===== src/rtl/vls_pkg.sv =====
package vls_pkg;

  localparam int unsigned PRIMARY_OP = 19;

  typedef struct packed {
    logic [5:0] primary;
    logic [4:0] dst;
    logic [4:0] src;
    logic [6:0] imm;
    logic       len_sel;
    logic       max_sel;
    logic [4:0] xop;
    logic       rec;
  } vls_fields_t;

  // Instruction bit k sits at word[31-k].
  function automatic vls_fields_t vls_split(input logic [31:0] w);
    vls_fields_t f;
    f.primary = w[31:26];
    f.dst     = w[25:21];
    f.src     = w[20:16];
    f.imm     = w[15:9];
    f.len_sel = w[7];
    f.max_sel = w[6];
    f.xop     = w[5:1];
    f.rec     = w[0];
    return f;
  endfunction

endpackage


===== src/rtl/vls_decode.sv =====
module vls_decode
  import vls_pkg::*;
#(
  parameter int unsigned SUB_OP = 27
) (
  input  logic [31:0] insn_i,
  output vls_fields_t fields_o,
  output logic        legal_o
);
  localparam logic [5:0] PRIM = 6'(PRIMARY_OP);
  localparam logic [4:0] XOP  = 5'(SUB_OP);

  always_comb begin
    fields_o = vls_split(insn_i);
    legal_o  = (fields_o.primary == PRIM) && (fields_o.xop == XOP);
  end
endmodule


===== src/rtl/vls_select.sv =====
module vls_select
  import vls_pkg::*;
#(
  parameter int unsigned LEN_W = 7,
  parameter int unsigned GPR_W = 64
) (
  input  vls_fields_t        fields_i,
  input  logic [LEN_W-1:0]   cur_len_i,
  input  logic [LEN_W-1:0]   cur_max_i,
  input  logic [GPR_W-1:0]   src_data_i,
  output logic [LEN_W-1:0]   nxt_len_o,
  output logic [LEN_W-1:0]   nxt_max_o
);
  localparam logic [LEN_W-1:0] LEN_CEIL = {LEN_W{1'b1}};

  logic [LEN_W-1:0] imm_len;
  logic [LEN_W-1:0] opnd_len;
  logic [LEN_W-1:0] req_len;
  logic             src_zero;

  always_comb begin
    imm_len  = LEN_W'(fields_i.imm);
    src_zero = (fields_i.src == '0);
    // operand saturation at the register ceiling
    if (|src_data_i[GPR_W-1:LEN_W]) opnd_len = LEN_CEIL;
    else                            opnd_len = src_data_i[LEN_W-1:0];

    if (fields_i.len_sel) req_len = src_zero ? cur_len_i : imm_len;
    else                  req_len = src_zero ? cur_len_i : opnd_len;

    nxt_max_o = fields_i.max_sel ? imm_len : cur_max_i;
    nxt_len_o = (req_len < nxt_max_o) ? req_len : nxt_max_o;
  end
endmodule


===== src/rtl/vls_state.sv =====
module vls_state #(
  parameter int unsigned LEN_W = 7,
  parameter int unsigned GPR_W = 64,
  parameter int unsigned IDX_W = 5
) (
  input  logic             clk,
  input  logic             rst,
  input  logic             start_i,
  input  logic             bad_i,
  input  logic [LEN_W-1:0] nxt_len_i,
  input  logic [LEN_W-1:0] nxt_max_i,
  input  logic [IDX_W-1:0] dst_i,
  input  logic             rec_i,
  input  logic             so_i,
  output logic [LEN_W-1:0] cur_len_o,
  output logic [LEN_W-1:0] max_len_o,
  output logic             done_o,
  output logic             illegal_o,
  output logic             rf_we_o,
  output logic [IDX_W-1:0] rf_waddr_o,
  output logic [GPR_W-1:0] rf_wdata_o,
  output logic             cr0_we_o,
  output logic [3:0]       cr0_o
);
  always_ff @(posedge clk) begin
    if (rst) begin
      cur_len_o  <= '0;
      max_len_o  <= '0;
      done_o     <= 1'b0;
      illegal_o  <= 1'b0;
      rf_we_o    <= 1'b0;
      rf_waddr_o <= '0;
      rf_wdata_o <= '0;
      cr0_we_o   <= 1'b0;
      cr0_o      <= '0;
    end else begin
      done_o    <= start_i | bad_i;
      illegal_o <= bad_i;
      rf_we_o   <= start_i && (dst_i != '0);
      cr0_we_o  <= start_i && rec_i;
      if (start_i) begin
        cur_len_o  <= nxt_len_i;
        max_len_o  <= nxt_max_i;
        rf_waddr_o <= dst_i;
        rf_wdata_o <= GPR_W'(nxt_len_i);
        if (rec_i) cr0_o <= {1'b0, nxt_len_i != '0, nxt_len_i == '0, so_i};
      end
    end
  end

  AST_LEN_WITHIN_MAX: assert property (@(posedge clk) disable iff (rst)
    cur_len_o <= max_len_o);
  AST_ILLEGAL_KEEPS_STATE: assert property (@(posedge clk) disable iff (rst)
    illegal_o |-> ($stable(cur_len_o) && $stable(max_len_o)));
  AST_ILLEGAL_QUIET: assert property (@(posedge clk) disable iff (rst)
    illegal_o |-> (!rf_we_o && !cr0_we_o));
  AST_NO_WRITE_R0: assert property (@(posedge clk) disable iff (rst)
    rf_we_o |-> (rf_waddr_o != '0));
  AST_CR0_FORM: assert property (@(posedge clk) disable iff (rst)
    cr0_we_o |-> (!cr0_o[3] && $countones(cr0_o[2:1]) == 1));
  AST_DONE_NEXT: assert property (@(posedge clk) disable iff (rst)
    (start_i || bad_i) |=> done_o);
endmodule


===== src/rtl/vlen_set_unit.sv =====
module vlen_set_unit
  import vls_pkg::*;
#(
  parameter int unsigned LEN_W  = 7,
  parameter int unsigned GPR_W  = 64,
  parameter int unsigned SUB_OP = 27
) (
  input  logic             clk,
  input  logic             rst,
  input  logic             issue_i,
  input  logic [31:0]      insn_i,
  output logic [4:0]       src_idx_o,
  input  logic [GPR_W-1:0] src_data_i,
  input  logic             so_i,
  output logic [LEN_W-1:0] cur_len_o,
  output logic [LEN_W-1:0] max_len_o,
  output logic             done_o,
  output logic             illegal_o,
  output logic             rf_we_o,
  output logic [4:0]       rf_waddr_o,
  output logic [GPR_W-1:0] rf_wdata_o,
  output logic             cr0_we_o,
  output logic [3:0]       cr0_o
);
  localparam int unsigned IDX_W = 5;

  vls_fields_t      fields;
  logic             legal;
  logic [LEN_W-1:0] nxt_len;
  logic [LEN_W-1:0] nxt_max;
  logic             start;
  logic             bad;

  vls_decode #(.SUB_OP(SUB_OP)) u_decode (
    .insn_i   (insn_i),
    .fields_o (fields),
    .legal_o  (legal)
  );

  vls_select #(.LEN_W(LEN_W), .GPR_W(GPR_W)) u_select (
    .fields_i   (fields),
    .cur_len_i  (cur_len_o),
    .cur_max_i  (max_len_o),
    .src_data_i (src_data_i),
    .nxt_len_o  (nxt_len),
    .nxt_max_o  (nxt_max)
  );

  assign src_idx_o = fields.src;
  assign start     = issue_i && legal;
  assign bad       = issue_i && !legal;

  vls_state #(.LEN_W(LEN_W), .GPR_W(GPR_W), .IDX_W(IDX_W)) u_state (
    .clk        (clk),
    .rst        (rst),
    .start_i    (start),
    .bad_i      (bad),
    .nxt_len_i  (nxt_len),
    .nxt_max_i  (nxt_max),
    .dst_i      (fields.dst),
    .rec_i      (fields.rec),
    .so_i       (so_i),
    .cur_len_o  (cur_len_o),
    .max_len_o  (max_len_o),
    .done_o     (done_o),
    .illegal_o  (illegal_o),
    .rf_we_o    (rf_we_o),
    .rf_waddr_o (rf_waddr_o),
    .rf_wdata_o (rf_wdata_o),
    .cr0_we_o   (cr0_we_o),
    .cr0_o      (cr0_o)
  );
endmodule


===== config.mk =====
export PLATFORM = sky130hd
export DESIGN_NAME = vlen_set_unit
export DESIGN_NICKNAME = d
export VERILOG_FILES = /design/src/rtl/vls_pkg.sv /design/src/rtl/vls_decode.sv /design/src/rtl/vls_select.sv /design/src/rtl/vls_state.sv /design/src/rtl/vlen_set_unit.sv
export SDC_FILE = /design/constraint.sdc
export NUM_CORES = 1
export LEC_CHECK = 0
export BUFFER_PORTS_ARGS = -buffer_cell sky130_fd_sc_hd__clkbuf_2
export CORE_MARGIN = 2
export CORE_UTILIZATION = 43
export CTS_CLUSTER_DIAMETER = 50
export DETAILED_ROUTE_END_ITERATION = 16
export GPL_TIMING_DRIVEN = 1
export PLACE_DENSITY = 0.95
export SYNTH_ARGS = -nofsm -noshare
export SYNTH_HDL_FRONTEND = slang
export SYNTH_SLANG_ARGS = --single-unit

===== constraint.sdc =====
create_clock -name clk -period 9.6 [get_ports clk]
set_clock_uncertainty 0.05 [all_clocks]
set_input_delay 0 -clock clk [delete_from_list [all_inputs] [get_ports clk]]
set_output_delay 0 -clock clk [all_outputs]
set_load 0.03 [all_outputs]

== Word-level counts from Yosys, hierarchy flattened ==
Cells that the tools add are included.
Word-level totals
  input port bits: 100
  register bits after elaboration: 26
  word-level logic and storage cells: 30
  output and inout bits: 96
Operators by class
  muxes and demuxes: 6
  equality and inequality tests: 2
  reduce and logical (&&, ||, !) cells: 12
  order comparisons: 1
  bitwise gates (word level): 1
Operators with widths (count)
  57-bit OR reduction: 1
  7-bit two-way mux: 6
  7-bit logical NOT: 1
  7-bit < comparator: 1
  7-bit nonzero test: 1
  6-bit by 5-bit equality test with 1-bit output (second input constant): 1
  5-bit equality test (second input constant): 1
  1-bit logical AND: 5
  5-bit logical NOT: 1
  5-bit nonzero test: 1
  2-bit AND reduction: 1
  1-bit logical NOT: 1
  1-bit bitwise OR: 1

== Logic depth before layout (Yosys ltp) ==
  depth after elaboration: 7
  gate-level depth with buffers: 14
  mapped depth without buffers: 12

== Hierarchy ==
Synthesis repeated with hierarchy kept, for this count alone.
Unflattened totals
  cells, all modules: 290
  area total of the unflattened synthesis: 2454.9 um^2
By module, submodules not included
  vls_state: times used 1, cells an instance 154, area each 1421.4 um^2, sequential area each 520.5 um^2
  vls_select: times used 1, cells an instance 99, area each 748.2 um^2, sequential area each 0.0 um^2
  vls_decode: times used 1, cells an instance 35, area each 269.0 um^2, sequential area each 0.0 um^2
  vlen_set_unit: times used 1, cells an instance 2, area each 16.3 um^2, sequential area each 0.0 um^2

== Worst setup path after synthesis ==
Ideal clock, no wire load.
  kind: in2reg
  start: input port insn_i[18]
  end: register u_state.cr0_o[2]
  data required time: 9.414 ns
  library setup time: 0.136 ns
  data arrival time: 2.955 ns
  buffers on the path: 2
  setup slack: 6.459 ns
  stages: 13
  path through: or4_4 > buf_6 > or2_4 > buf_6 > o21ai_0 > a21oi_1 > ha_1 > a21o_1 > a21o_2 > a2111oi_0 > nor2_1 > a211oi_2 > a311oi_2
On the way
  longest elaborated chain between the ends: 6
  elaborated cells on any way between the ends: 7
  classes of those cells: order compare (1); mux (4); reduce/logical (2)
RTL lines
  from (decl): RTL line vlen_set_unit.sv:11  | input logic [31:0] insn_i,
  5-bit logical NOT *: RTL line vls_select.sv:23  | src_zero = (fields_i.src == '0);
  7-bit two-way mux (on tied branches): RTL line vls_select.sv:29, vls_select.sv:28
  7-bit two-way mux *: RTL line vls_select.sv:28  | if (fields_i.len_sel) req_len = src_zero ? cur_len_i : imm_len;
  7-bit < comparator: RTL line vls_select.sv:32  | nxt_len_o = (req_len < nxt_max_o) ? req_len : nxt_max_o;
  7-bit two-way mux *: RTL line vls_select.sv:32
  7-bit nonzero test *: RTL line vls_state.sv:46  | if (rec_i) cr0_o <= {1'b0, nxt_len_i != '0, nxt_len_i == '0, so_i};
  to (signal assigned): RTL line vls_state.sv:46
  to (decl): RTL line vls_state.sv:23  | output logic [3:0] cr0_o
Mark *: on every way between the ends. The rest lies on a longest branch, timed or not.
A chain may end at the register's enable or synchronous reset.

== Worst setup path in the final report ==
  start: input port src_data_i[27]
  end: register u_state.cr0_o[1]
On the way
  longest elaborated chain between the ends: 7
RTL lines
  from (decl): RTL line vlen_set_unit.sv:13  | input logic [GPR_W-1:0] src_data_i,
  57-bit OR reduction *: RTL line vls_select.sv:25  | if (|src_data_i[GPR_W-1:LEN_W]) opnd_len = LEN_CEIL;
  7-bit two-way mux *: RTL line vls_select.sv:25
  7-bit two-way mux *: RTL line vls_select.sv:29  | else req_len = src_zero ? cur_len_i : opnd_len;
  7-bit two-way mux *: RTL line vls_select.sv:28
  7-bit < comparator: RTL line vls_select.sv:32
  7-bit two-way mux *: RTL line vls_select.sv:32
  7-bit logical NOT *: RTL line vls_state.sv:46
Marked as above.

==> run metrics <==
per-cell routed wire length=14.6 µm; CTS resizes=0; DR iter-0 viols=66; vias per cell=5.23; DRC=0; post-synthesis sequential area ratio=0.220; # setup viols final=0; Yosys warning count=0; Die ar.=6110 µm²; detailed placement HPWL=5.83 mm; mean post-synth cell area=7.94 µm²; core region area=5410 µm²; Final Hold Viols=0; setup bufs post-CTS=0; Post-Synthesis Cells=298; WP data required=9.77 ns; Crit. End Element=flop; outcome=completed; flops & latches, synth=26; Die Y=78.2 µm; Worst VDD drop=0.0617 mV; Hold Path Cell Cnt=4; largest net degree at the start of global routing=29; post-synth top area cell=buf_4; first-pass GRT wire length=11.0 mm; number of synthesized flops with an enable pin=0; Routed Antenna Nets=0; CP startpoint kind=input pin; CP Launch Point=src_data_i[27]; antenna diode count=0; Site Rows=27; crit-path max FO=8; hold crit path type=input pin to flop; PD cells=93.4 nW/µm²; grt total ovfl=0; GRT Resource Usage Total=0.225; IO Pins=196; DR pass1 iterations=4; share of layout cells above drive strength 1=0.360; FFs w/ async S/R, synth=0; Layout area overhead=20.9%; area of the multi-input gates=1440 µm²; Reg2Reg Setup Slack=6.65 ns; Die Wd=78.2 µm; vias in the first global route=2,473; FF-to-FF End=u_state.cr0_o[1]; Worst Tran Pin Value=0.973 ns; minimum clock period=3.67 ns; Final nets=530; CTS tree=built; crit path DAT=3.84 ns; WS Path Type=input pin to flop; CTS H-tree lvls=1; RSZ-0062 raised after global routing=no; top cells by area, synth=buf_4 22%, dfxtp_1 22%, nor4_1 7.1%; Cell Area, Synth=2370 µm²; post-route clock period utilization=0.383; via count=2,586; Min-Delay Endpoint=u_state.illegal_o; FF+latch area=520 µm²; clock sink count=26; share of the synthesized area in the top cell type=0.222; Initial Util=0.438; Buffers on Ports=136; DRT Wirelength=7.21 mm; clock latency on the worst-skew pair=0.27 ns; Pins Over Slew Limit=0; worst hold start=insn_i[4]; Max transition margin=0.351; CTS Root Cell=clkbuf_8; clock buffer depth=2; initial antenna violation count=0; final setup TNS=0 ns; clk slew on worst S/H paths=0.09 ns; FMAX=272 MHz; Pwr Total=267 µW; R2R cell count=10; Filler cells=531; total CTS buffers=3; number of max-cap violations=0; GP Congestion=0.858; post-synth cell types=54; P_leak=0.00136 µW; Primary FF master, synth=dfxtp_1; RR Startpoint=u_state.cur_len_o[4]
## power by group
part / internal, µW / switching [µW]
sequential: 108 / 0.133
clock: 28.2 / 35.5
combinational: 29.8 / 65.4
## cells by family after synthesis
logic type | count (synthesis) | synth area share
AND/OR/NAND/NOR | 117 | 0.275
buffers and inverters | 82 | 0.261
AO/OA/AOI/OAI | 58 | 0.176
flip-flops | 26 | 0.220
multiplexers | 8 | 0.0344
adder cells (fa/ha/maj) | 6 | 0.0317
other | 1 | 0.00158
## repair_timing
action / 4_1_cts / 5_1_grt
hold buffers: 8 / 0
endpoints found under the hold margin: 9 / 0
endpoints found under the setup margin: 0 / 0
## worst max-delay path: stages
cell       delay [ns]
clkbuf_2         0.08
nor4_1           0.39
nand4_1          0.17
nor4_2           0.80
a21oi_1          0.26
ha_1             0.37
a21o_1           0.18
a21o_2           0.22
a2111oi_0        0.70
nor2_1           0.11
a211oi_2         0.34
nand4_1          0.14
nand3_1          0.09
## Yosys cell counts (2+ instances only)
cell	count
a221o_1	3
a211oi_1	9
nand4_1	8
a21oi_1	15
a311oi_1	5
buf_4	70
mux2i_1	7
clkbuf_1	3
nand2b_1	3
o21ai_0	12
nand3b_1	2
nor2b_1	8
ha_1	6
nand3_1	6
nand2_1	19
dfxtp_1	26
nor2_1	23
inv_1	2
or3_1	2
nor4_1	27
nor3_1	6
buf_6	4
## layer usage
metal / GRT usage / vias to the layer above / part of all wire
met4: 0.0807 / 0 / 0.029
met1: 0.236 / 1187 / 0.37
met3: 0.0207 / 27 / 0.067
met2: 0.455 / 146 / 0.53
met5: 0 / - / 0
li1: - / 1226 / -
## metrics by stage
step / setup WS [ns] / util / instance area, µm² / std cells / hold slack (ns)
2_1_floorplan: 6.46 / - / 2580 / 355 / 0.0817
3_3_place_gp: 5.74 / 0.507 / 2740 / 483 / 0.184
3_5_place_dp: 5.71 / 0.507 / 2740 / 483 / 0.192
4_1_cts: 5.98 / 0.529 / 2860 / 494 / 0.0459
5_1_grt: 5.60 / 0.529 / 2860 / 494 / 0.0990
6_report: 5.93 / 0.529 / 2860 / 494 / 0.0749
## cell usage in the layout, fill, tap and decap left out, types with 2 or more instances in the layout
cell / n
inv_1: 2
a21oi_1: 15
a221o_1: 3
conb_1: 58
dlygate4sd3_1: 8
nor2_1: 23
mux2i_1: 7
nand3_1: 6
dfxtp_1: 26
nand2_1: 19
clkbuf_8: 3
nor3_1: 6
o21ai_0: 12
nand4_1: 8
nor4_1: 27
clkbuf_2: 136
nand2b_1: 3
nand3b_1: 2
ha_1: 6
a211oi_1: 9
or3_1: 2
a311oi_1: 5
nor2b_1: 8
## registers in the layout, indices dropped and copies added (netlist names)
signal	cells
u_state.cur_len_o	7
u_state.rf_waddr_o	5
u_state.illegal_o	1
u_state.done_o	1
u_state.cr0_o	3
u_state.cr0_we_o	1
u_state.max_len_o	7
u_state.rf_we_o	1
## final cells by class
type,count,area share
repair buffers,144,0.266
multi-input cells,247,0.504
inverters,2,0.00262
well taps,72,0.0315
flip-flops and latches,26,0.182
clock buffers,3,0.0144
## worst max-delay path by stage
stage,to,cells after the start
floorplan,u_state.cr0_o[2],13
global placement,u_state.cur_len_o[5],12
detailed placement,u_state.cr0_o[1],13
CTS,u_state.cr0_o[1],13
global route,u_state.cr0_o[1],13
finish,u_state.cr0_o[1],13
Note: power is estimated with default switching activity, not from simulation.
